<file path="config.mk">
export PLATFORM = sky130hd
export DESIGN_NAME = frame_sched_gate
export DESIGN_NICKNAME = d
export VERILOG_FILES = /design/src/rtl/fsg_pkg.sv /design/src/rtl/fsg_regs.sv /design/src/rtl/fsg_frame_timer.sv /design/src/rtl/fsg_arbiter.sv /design/src/rtl/frame_sched_gate.sv
export SDC_FILE = /design/constraint.sdc
export NUM_CORES = 1
export LEC_CHECK = 0
export BUFFER_PORTS_ARGS = -buffer_cell sky130_fd_sc_hd__buf_2
export CAP_MARGIN = 0
export CORE_ASPECT_RATIO = 1.75
export CORE_MARGIN = 8
export CORE_UTILIZATION = 37
export DETAILED_ROUTE_END_ITERATION = 12
export SYNTH_ARGS = -nofsm -noshare
export SYNTH_HDL_FRONTEND = slang
export SYNTH_HIERARCHICAL = 1
export SYNTH_SLANG_ARGS = --single-unit
</file>
<file path="constraint.sdc">
create_clock -name clk -period 4.6 [get_ports clk]
set_input_delay 0.92 -clock clk [delete_from_list [all_inputs] [get_ports clk]]
set_output_delay 0.92 -clock clk [all_outputs]
set_load 0.02 [all_outputs]
</file>
<file path="src/rtl/fsg_pkg.sv">
package fsg_pkg;
    localparam int PS_W      = 14;
    localparam int LST_W     = 12;
    localparam int DATA_W    = 32;
    localparam logic [LST_W-1:0] LST_RESET = 12'h628;

    typedef enum logic [1:0] {
        ST_IDLE,
        ST_GNT_CB,
        ST_GNT_PER,
        ST_WAIT
    } arb_state_t;
endpackage

</file>
<file path="src/rtl/fsg_regs.sv">
module fsg_regs
    import fsg_pkg::*;
#(
    parameter int P_PS_W   = PS_W,
    parameter int P_LST_W  = LST_W,
    parameter int P_DATA_W = DATA_W,
    parameter logic [P_LST_W-1:0] P_LST_RESET = LST_RESET
) (
    input  logic                clk,
    input  logic                rst_n,
    input  logic                reg_wr,
    input  logic                reg_sel,
    input  logic [P_DATA_W-1:0] reg_wdata,
    output logic [P_DATA_W-1:0] reg_rdata,
    output logic [P_PS_W-1:0]   ps_thr,
    output logic [P_LST_W-1:0]  ls_thr
);
    always_ff @(posedge clk) begin
        if (!rst_n) begin
            ps_thr <= '0;
            ls_thr <= P_LST_RESET;
        end else if (reg_wr) begin
            if (reg_sel) ls_thr <= reg_wdata[P_LST_W-1:0];
            else         ps_thr <= reg_wdata[P_PS_W-1:0];
        end
    end

    always_comb begin
        reg_rdata = '0;
        if (reg_sel) reg_rdata[P_LST_W-1:0] = ls_thr;
        else         reg_rdata[P_PS_W-1:0]  = ps_thr;
    end

    AST_WR_LANDS: assert property (@(posedge clk) disable iff (!rst_n)
        (reg_wr && !reg_sel) |=> (ps_thr == $past(reg_wdata[P_PS_W-1:0])));
endmodule

</file>
<file path="src/rtl/fsg_frame_timer.sv">
module fsg_frame_timer
    import fsg_pkg::*;
#(
    parameter int P_PS_W  = PS_W,
    parameter int P_LST_W = LST_W
) (
    input  logic               clk,
    input  logic               rst_n,
    input  logic               sof,
    input  logic               bit_tick,
    input  logic [P_PS_W-1:0]  frame_interval,
    input  logic [P_PS_W-1:0]  ps_thr,
    input  logic [P_LST_W-1:0] ls_thr,
    output logic               per_phase,
    output logic               ls_ok
);
    localparam int PAD_W = P_PS_W - P_LST_W;

    logic [P_PS_W-1:0] rem_q;

    always_ff @(posedge clk) begin
        if (!rst_n) begin
            rem_q     <= '0;
            per_phase <= 1'b0;
        end else begin
            if (sof)                        rem_q <= frame_interval;
            else if (bit_tick && rem_q != 0) rem_q <= rem_q - 1'b1;
            per_phase <= sof ? 1'b0 : (per_phase | (rem_q <= ps_thr));
        end
    end

    assign ls_ok = (rem_q >= {{PAD_W{1'b0}}, ls_thr});

    AST_NO_WRAP: assert property (@(posedge clk) disable iff (!rst_n)
        (!sof && rem_q == 0) |=> (rem_q == 0));
    AST_PHASE_STICKY: assert property (@(posedge clk) disable iff (!rst_n)
        (per_phase && !sof) |=> per_phase);
endmodule

</file>
<file path="src/rtl/fsg_arbiter.sv">
module fsg_arbiter
    import fsg_pkg::*;
(
    input  logic clk,
    input  logic rst_n,
    input  logic sof,
    input  logic per_phase,
    input  logic ls_ok,
    input  logic cb_req,
    input  logic cb_ls,
    input  logic per_req,
    input  logic per_ls,
    input  logic xact_busy,
    input  logic xact_done,
    output logic cb_gnt,
    output logic per_gnt
);
    arb_state_t state_q, state_d;
    logic       ls_closed_q;
    logic       cb_ok, per_ok, ls_refuse;

    always_comb begin
        cb_ok     = cb_req  && !(cb_ls  && (ls_closed_q || !ls_ok));
        per_ok    = per_req && !(per_ls && (ls_closed_q || !ls_ok));
        ls_refuse = (state_q == ST_IDLE) && !ls_ok &&
                    ((cb_req && cb_ls) || (per_req && per_ls));
    end

    always_comb begin
        state_d = state_q;
        unique case (state_q)
            ST_IDLE: begin
                if (!xact_busy) begin
                    if (per_phase) begin
                        if (per_ok)     state_d = ST_GNT_PER;
                        else if (cb_ok) state_d = ST_GNT_CB;
                    end else begin
                        if (cb_ok)       state_d = ST_GNT_CB;
                        else if (per_ok) state_d = ST_GNT_PER;
                    end
                end
            end
            ST_GNT_CB:  state_d = ST_WAIT;
            ST_GNT_PER: state_d = ST_WAIT;
            ST_WAIT:    if (xact_done) state_d = ST_IDLE;
            default:    state_d = ST_IDLE;
        endcase
    end

    always_ff @(posedge clk) begin
        if (!rst_n) begin
            state_q     <= ST_IDLE;
            ls_closed_q <= 1'b0;
        end else begin
            state_q     <= state_d;
            ls_closed_q <= sof ? 1'b0 : (ls_closed_q | ls_refuse);
        end
    end

    always_comb begin
        cb_gnt  = (state_q == ST_GNT_CB);
        per_gnt = (state_q == ST_GNT_PER);
    end

    AST_ONE_GNT: assert property (@(posedge clk) disable iff (!rst_n)
        !(cb_gnt && per_gnt));
    AST_GNT_PULSE: assert property (@(posedge clk) disable iff (!rst_n)
        (cb_gnt || per_gnt) |=> !(cb_gnt || per_gnt));
    AST_NO_GNT_BUSY: assert property (@(posedge clk) disable iff (!rst_n)
        $rose(cb_gnt || per_gnt) |-> !$past(xact_busy));
    AST_LS_HELD: assert property (@(posedge clk) disable iff (!rst_n)
        $rose(cb_gnt) |-> !$past(cb_ls && ls_closed_q));
endmodule

</file>
<file path="src/rtl/frame_sched_gate.sv">
module frame_sched_gate
    import fsg_pkg::*;
(
    input  logic              clk,
    input  logic              rst_n,
    input  logic              reg_wr,
    input  logic              reg_sel,
    input  logic [DATA_W-1:0] reg_wdata,
    output logic [DATA_W-1:0] reg_rdata,
    input  logic [PS_W-1:0]   frame_interval,
    input  logic              sof,
    input  logic              bit_tick,
    input  logic              cb_req,
    input  logic              cb_ls,
    output logic              cb_gnt,
    input  logic              per_req,
    input  logic              per_ls,
    output logic              per_gnt,
    output logic              ls_ok,
    input  logic              xact_busy,
    input  logic              xact_done
);
    logic [PS_W-1:0]  ps_thr;
    logic [LST_W-1:0] ls_thr;
    logic             per_phase;

    fsg_regs u_regs (
        .clk       (clk),
        .rst_n     (rst_n),
        .reg_wr    (reg_wr),
        .reg_sel   (reg_sel),
        .reg_wdata (reg_wdata),
        .reg_rdata (reg_rdata),
        .ps_thr    (ps_thr),
        .ls_thr    (ls_thr)
    );

    fsg_frame_timer u_timer (
        .clk            (clk),
        .rst_n          (rst_n),
        .sof            (sof),
        .bit_tick       (bit_tick),
        .frame_interval (frame_interval),
        .ps_thr         (ps_thr),
        .ls_thr         (ls_thr),
        .per_phase      (per_phase),
        .ls_ok          (ls_ok)
    );

    fsg_arbiter u_arb (
        .clk       (clk),
        .rst_n     (rst_n),
        .sof       (sof),
        .per_phase (per_phase),
        .ls_ok     (ls_ok),
        .cb_req    (cb_req),
        .cb_ls     (cb_ls),
        .per_req   (per_req),
        .per_ls    (per_ls),
        .xact_busy (xact_busy),
        .xact_done (xact_done),
        .cb_gnt    (cb_gnt),
        .per_gnt   (per_gnt)
    );
endmodule

</file>
# --- Word-level counts from Yosys, hierarchy flattened ---
# Cells that the tools add are included.
totals:
  output_inout_bits: 35
  elab_cells: 53
  inputBits: 58
  regBits: 44
classes:
  n_eq_ne: 6
  reduce_logical: 22
  bitwise: 4
  muxes: 12
  magnitude_cmp: 2
  add_sub_neg: 1
op_table:
  columns: ["operator", "count"]
  rows:
  - ["14-bit 2-to-1 mux", 2]
  - ["2-bit 2-to-1 mux", 8]
  - ["14-bit by 12-bit >= comparator with 1-bit output", 1]
  - ["14-bit less-or-equal comparator", 1]
  - ["14-bit nonzero test", 1]
  - ["14-bit by 1-bit subtractor with 14-bit output (second input constant)", 1]
  - ["12-bit 2-to-1 mux", 1]
  - ["1-bit logical AND", 9]
  - ["2-bit case mux with 3 select lines", 1]
  - ["2-bit equality test (second input constant)", 2]
  - ["2-bit != test (second input constant)", 2]
  - ["2-bit AND reduction", 2]
  - ["2-bit OR reduction", 2]
  - ["1-bit zero test", 3]
  - ["3-bit by 1-bit != test with 1-bit output (second input constant)", 1]
  - ["3-bit AND reduction", 1]
  - ["2-bit by 1-bit equality test with 1-bit output (second input constant)", 1]
  - ["2-bit zero test", 1]
  - ["1-bit logical OR", 2]
  - ["1-bit NOT", 2]
  - ["1-bit OR", 2]
  - ["2-bit nonzero test", 1]

# --- Longest topological paths before layout ---
logic_depth:
  ltp_word: 11
  mapped_depth: 10
  ltp_nobuf: 10

# --- Cells and area by module ---
# Netlist, hierarchy kept.
modules_own_cells:
  columns: ["module", "seq_area_each_um2", "cells_per_inst", "n_inst", "area_per_inst_um2"]
  rows:
  - ["fsg_frame_timer", 300.3, 194, 1, 1547.7]
  - ["fsg_regs", 520.5, 141, 1, 1350.0]
  - ["fsg_arbiter", 60.1, 35, 1, 295.3]

# --- Worst setup path after synthesis ---
# OpenSTA, ideal clock, no wires.
synth_path:
  path_kind: "flip-flop to output port"
  start: "register u_timer.rem_q[0]"
  end: "output ls_ok"
  stages_incl_launch_ff: 7
  n_path_buf: 0
  t_arrival_ns: 1.666
  path_slack_ns: 2.014
  t_required_ns: 3.680
  cell_sequence: "dfxtp_1 inv_1 ha_1 nor2b_1 o21ai_0 a31oi_1 o21ai_0"
synth_via:
  elab_chain_cells: 1
synth_lines:
  columns: ["item", "line_no", "source"]
  rows:
  - ["start, declared", "fsg_frame_timer.sv:19", "logic [P_PS_W-1:0] rem_q;"]
  - ["start signal, assigned", "fsg_frame_timer.sv:26", "if (sof) rem_q <= frame_interval;"]
  - ["start signal, assigned", "fsg_frame_timer.sv:27", "else if (bit_tick && rem_q != 0) rem_q <= rem_q - 1'b1;"]
  - ["14-bit by 12-bit >= comparator with 1-bit output", "fsg_frame_timer.sv:32", "assign ls_ok = (rem_q >= {{PAD_W{1'b0}}, ls_thr});"]
  - ["end, declared", "frame_sched_gate.sv:19", "output logic ls_ok,"]
# Every way passes these cells.

# --- Final worst setup path ---
layout_path:
  start: "register u_timer.rem_q[7]"
  end: "output ls_ok"
# Same word-level chain as after synthesis.

==> impl_results.md <==
- Global-route wire length before repair: 12.98 mm
- Comb power frac: 27.7%
- RePlAce Congestion: 0.8271
- I/O pin cnt: 93
- Met1 Track Usage GR: 14.69%
- Power, Total: 1.186 mW
- Die width: 86.23 um
- Total negative slack: 0 ns
- Critical path endpoint category: output port
- # hold bufs at CTS: 0
- Tcrit/Tclk final: 70.37%
- I/O Buffers: 56
- Non-Filler Instances: 537
- DRC viols: 0
- Clock power frac: 34.4%
- DRT Pass-1 Iters: 4
- Ys flop type: dfxtp_1
- Fillers: 902
- Initial DRC Count: 156
- Final Cell Area: 0.003621 mm2
- EDFF count, synth: 0
- Synth Register Bits: 44
- Layout cell share with drive strength beyond 1: 22.14%
- Fin nets: 510
- Total number of vias: 2666
- Ys Warns: 6
- Post-Syn Instances: 370
- Worst path arrival time: 2.32 ns
- Core area: 0.008558 mm2
- Max-slew violations: 0
- CTS H-tree lvls: 2
- Final setup fails: 0
- Area Overhead vs Synth: 13.40%
- Sequential power share: 37.9%
- Post-layout util: 42.31%
- Starting density of the core: 37.31%
- Max cap viols: 0
- P_int: 0.8066 mW
- Chip height: 138.9 um
- Mapped cell area: 0.003193 mm2
- Sw power: 0.3797 mW
- Clk_skew: 0.001492 ns
- VDD IR-drop max: 0.0001897 V
- Clk_lat worst skew: 0.29 ns
- RSZ-0062 raised after global routing: no
- Worst EP required: 3.68 ns
- Slew margin rel.: 34.05%
- Vias in the first global route: 2763
- GR met2 Demand/Resource: 23.16%
- Worst path slowest cell: dfxtp_1
- Largest net degree at the start of global routing: 38
- Cell leakage power: 1.641 nW
- # Post-CTS Setup Buffers: 0
- Die area: 0.01198 mm2
- ANT nets after route: 0
- Status: finished clean
- Worst hold path class: flip-flop to flip-flop
- GR Overflow Total: 0
- Clock sinks: 44
- DP HPWL: 6.143 mm
- CP max stage delay: 0.50 ns
- Dpl cells: 529
- Wire per inst: 14.40 um
- Tmin final: 3.237 ns
- Routed wire length: 7.733 mm
- Tot GR Track Use: 13.31%
- Sequential cell area fraction in the yosys report: 27.59%
- CTS Root Cell: clkbuf_16
- M3 GR Usage: 3.086%
- Synth cell types: 62
- Fmax achieved: 0.3089 GHz
- Cell mode on critical path: a21o_1
- Class of the most critical setup path: flip-flop to output port
- Top Usage Layer GRT: met2
- Sw Ratio: 32.01%
- Vias per cell: 4.965
- Worst slew pin tran: 0.9848 ns
- CTS tree: done
- Synthesized area per cell: 8.630 um2
- Worst-path clk slew: 0.06 ns
- Fraction of registers with async set/reset: 0%
- Cell Area, Placed: 0.003453 mm2
- Maximum clock path buffer count: 2
- PD cells: 327.6 mW/mm2
- Hold Fails Final Rpt: 0
- Ant diodes: 0
- Std-Cell Rows: 45
- Startpoint Class: flip-flop
- TritonCTS buffer count: 5
- Antenna violations before repair: 0
- Worst-path fanout max: 9
- Crit path cell chain: ha_1 > a21o_1 > a21o_1 > a211oi_1 > o21ai_0 > buf_2
- CTS resizes: 0
## worst paths after layout
kind,slack [ns],endpoint,cells past startpoint,start
worst max-delay path,1.36,ls_ok,6,u_timer/rem_q[7]
worst min-delay path,0.47,u_regs/ps_thr[9],2,u_regs/ps_thr[9]
worst max register to register,2.00,u_arb/state_q[1],9,u_timer/rem_q[7]
worst min register to register,0.47,u_regs/ps_thr[9],2,u_regs/ps_thr[9]
## layout by cell type, fill, tap and decap left out, types with 3 or more instances in the layout
cell type,count
inv_1,39
o211ai_1,3
nor2_1,10
buf_2,56
a21oi_1,12
o211ai_2,4
a31oi_1,8
or4_1,4
conb_1,18
nor2b_1,5
mux2_2,12
o31ai_1,4
dfxtp_1,44
ha_1,33
nand4_1,4
nand3_1,13
a21o_1,6
o21ai_0,18
nor3_1,5
or3_1,4
nand2_1,41
mux2i_1,24
nand2b_1,3
clkbuf_16,5
## final cells by class
type                    count  area [um2]  share of cell area (%)
multi-input cells         272        1992                   55.01
flip-flops and latches     44       880.8                   24.33
repair buffers             57       287.8                   7.947
inverters                  39       146.4                   4.043
well taps                 117       146.4                   4.043
clock buffers               5       125.1                   3.455
clock inverters             3       42.54                   1.175
## through the flow
| step | hold slack [ns] | worst slack, ns |
|---|---|---|
| 2_1_floorplan | 0.4432 | 2.014 |
| 6_report | 0.4707 | 1.363 |
| 4_1_cts | 0.4749 | 1.332 |
| 3_5_place_dp | 0.4653 | 1.656 |
| 5_1_grt | 0.4937 | 1.245 |
| 3_3_place_gp | 0.4555 | 1.675 |
## power by group through the flow
stage	clock, mW	sequential [mW]	combinational (mW)
3_5_place_dp	0	0.458	0.329
4_1_cts	0.417	0.450	0.332
3_3_place_gp	0	0.457	0.325
2_1_floorplan	0	0.446	0.267
5_1_grt	0.434	0.456	0.373
6_report	0.408	0.449	0.329
## cell families (layout without fill, tap and decap cells)
logic type	Yosys count	after routing	synth area share (%)
compound gates	72	72	16.18
xor+xnor	1	1	0.2743
fa+ha+maj	33	33	12.93
buf+inv	71	104	12.03
flops	44	44	27.59
mux	36	36	11.76
other cells	1	18	0.1174
simple gates	112	112	19.12
## registers in the layout (all words and copies together) (netlist names)
signal / cells
u_timer/rem_q: 14
u_regs/ps_thr: 14
u_timer/per_phase: 1
u_arb/ls_closed_q: 1
u_regs/ls_thr: 12
u_arb/state_q: 2
## synth_stat cells (all sizes together) (8+ instances only)
library cell / number / area, um2
buf: 25 / 211.5
a31oi: 8 / 50.05
mux2i: 24 / 240.2
nor2: 10 / 37.54
a21oi: 12 / 60.06
ha: 33 / 412.9
dfxtp: 44 / 880.8
inv: 39 / 146.4
o21ai: 18 / 90.09
nand2: 41 / 153.9
nand3: 13 / 65.06
mux2: 12 / 135.1
## critical path: cells and delay by family (launching register included)
family | cells | cell delay (ns)
buffers and inverters | 1 | 0.24
flip-flops | 1 | 0.50
AO/OA/AOI/OAI | 4 | 0.97
adder cells (fa/ha/maj) | 1 | 0.31
## layer usage
layer	vias up	wire, um
met2	79	3897
met1	1201	3193
met4	0	211
met3	14	431
met5	-	0
li1	1372	-
Note: power is estimated with default switching activity, not from simulation.
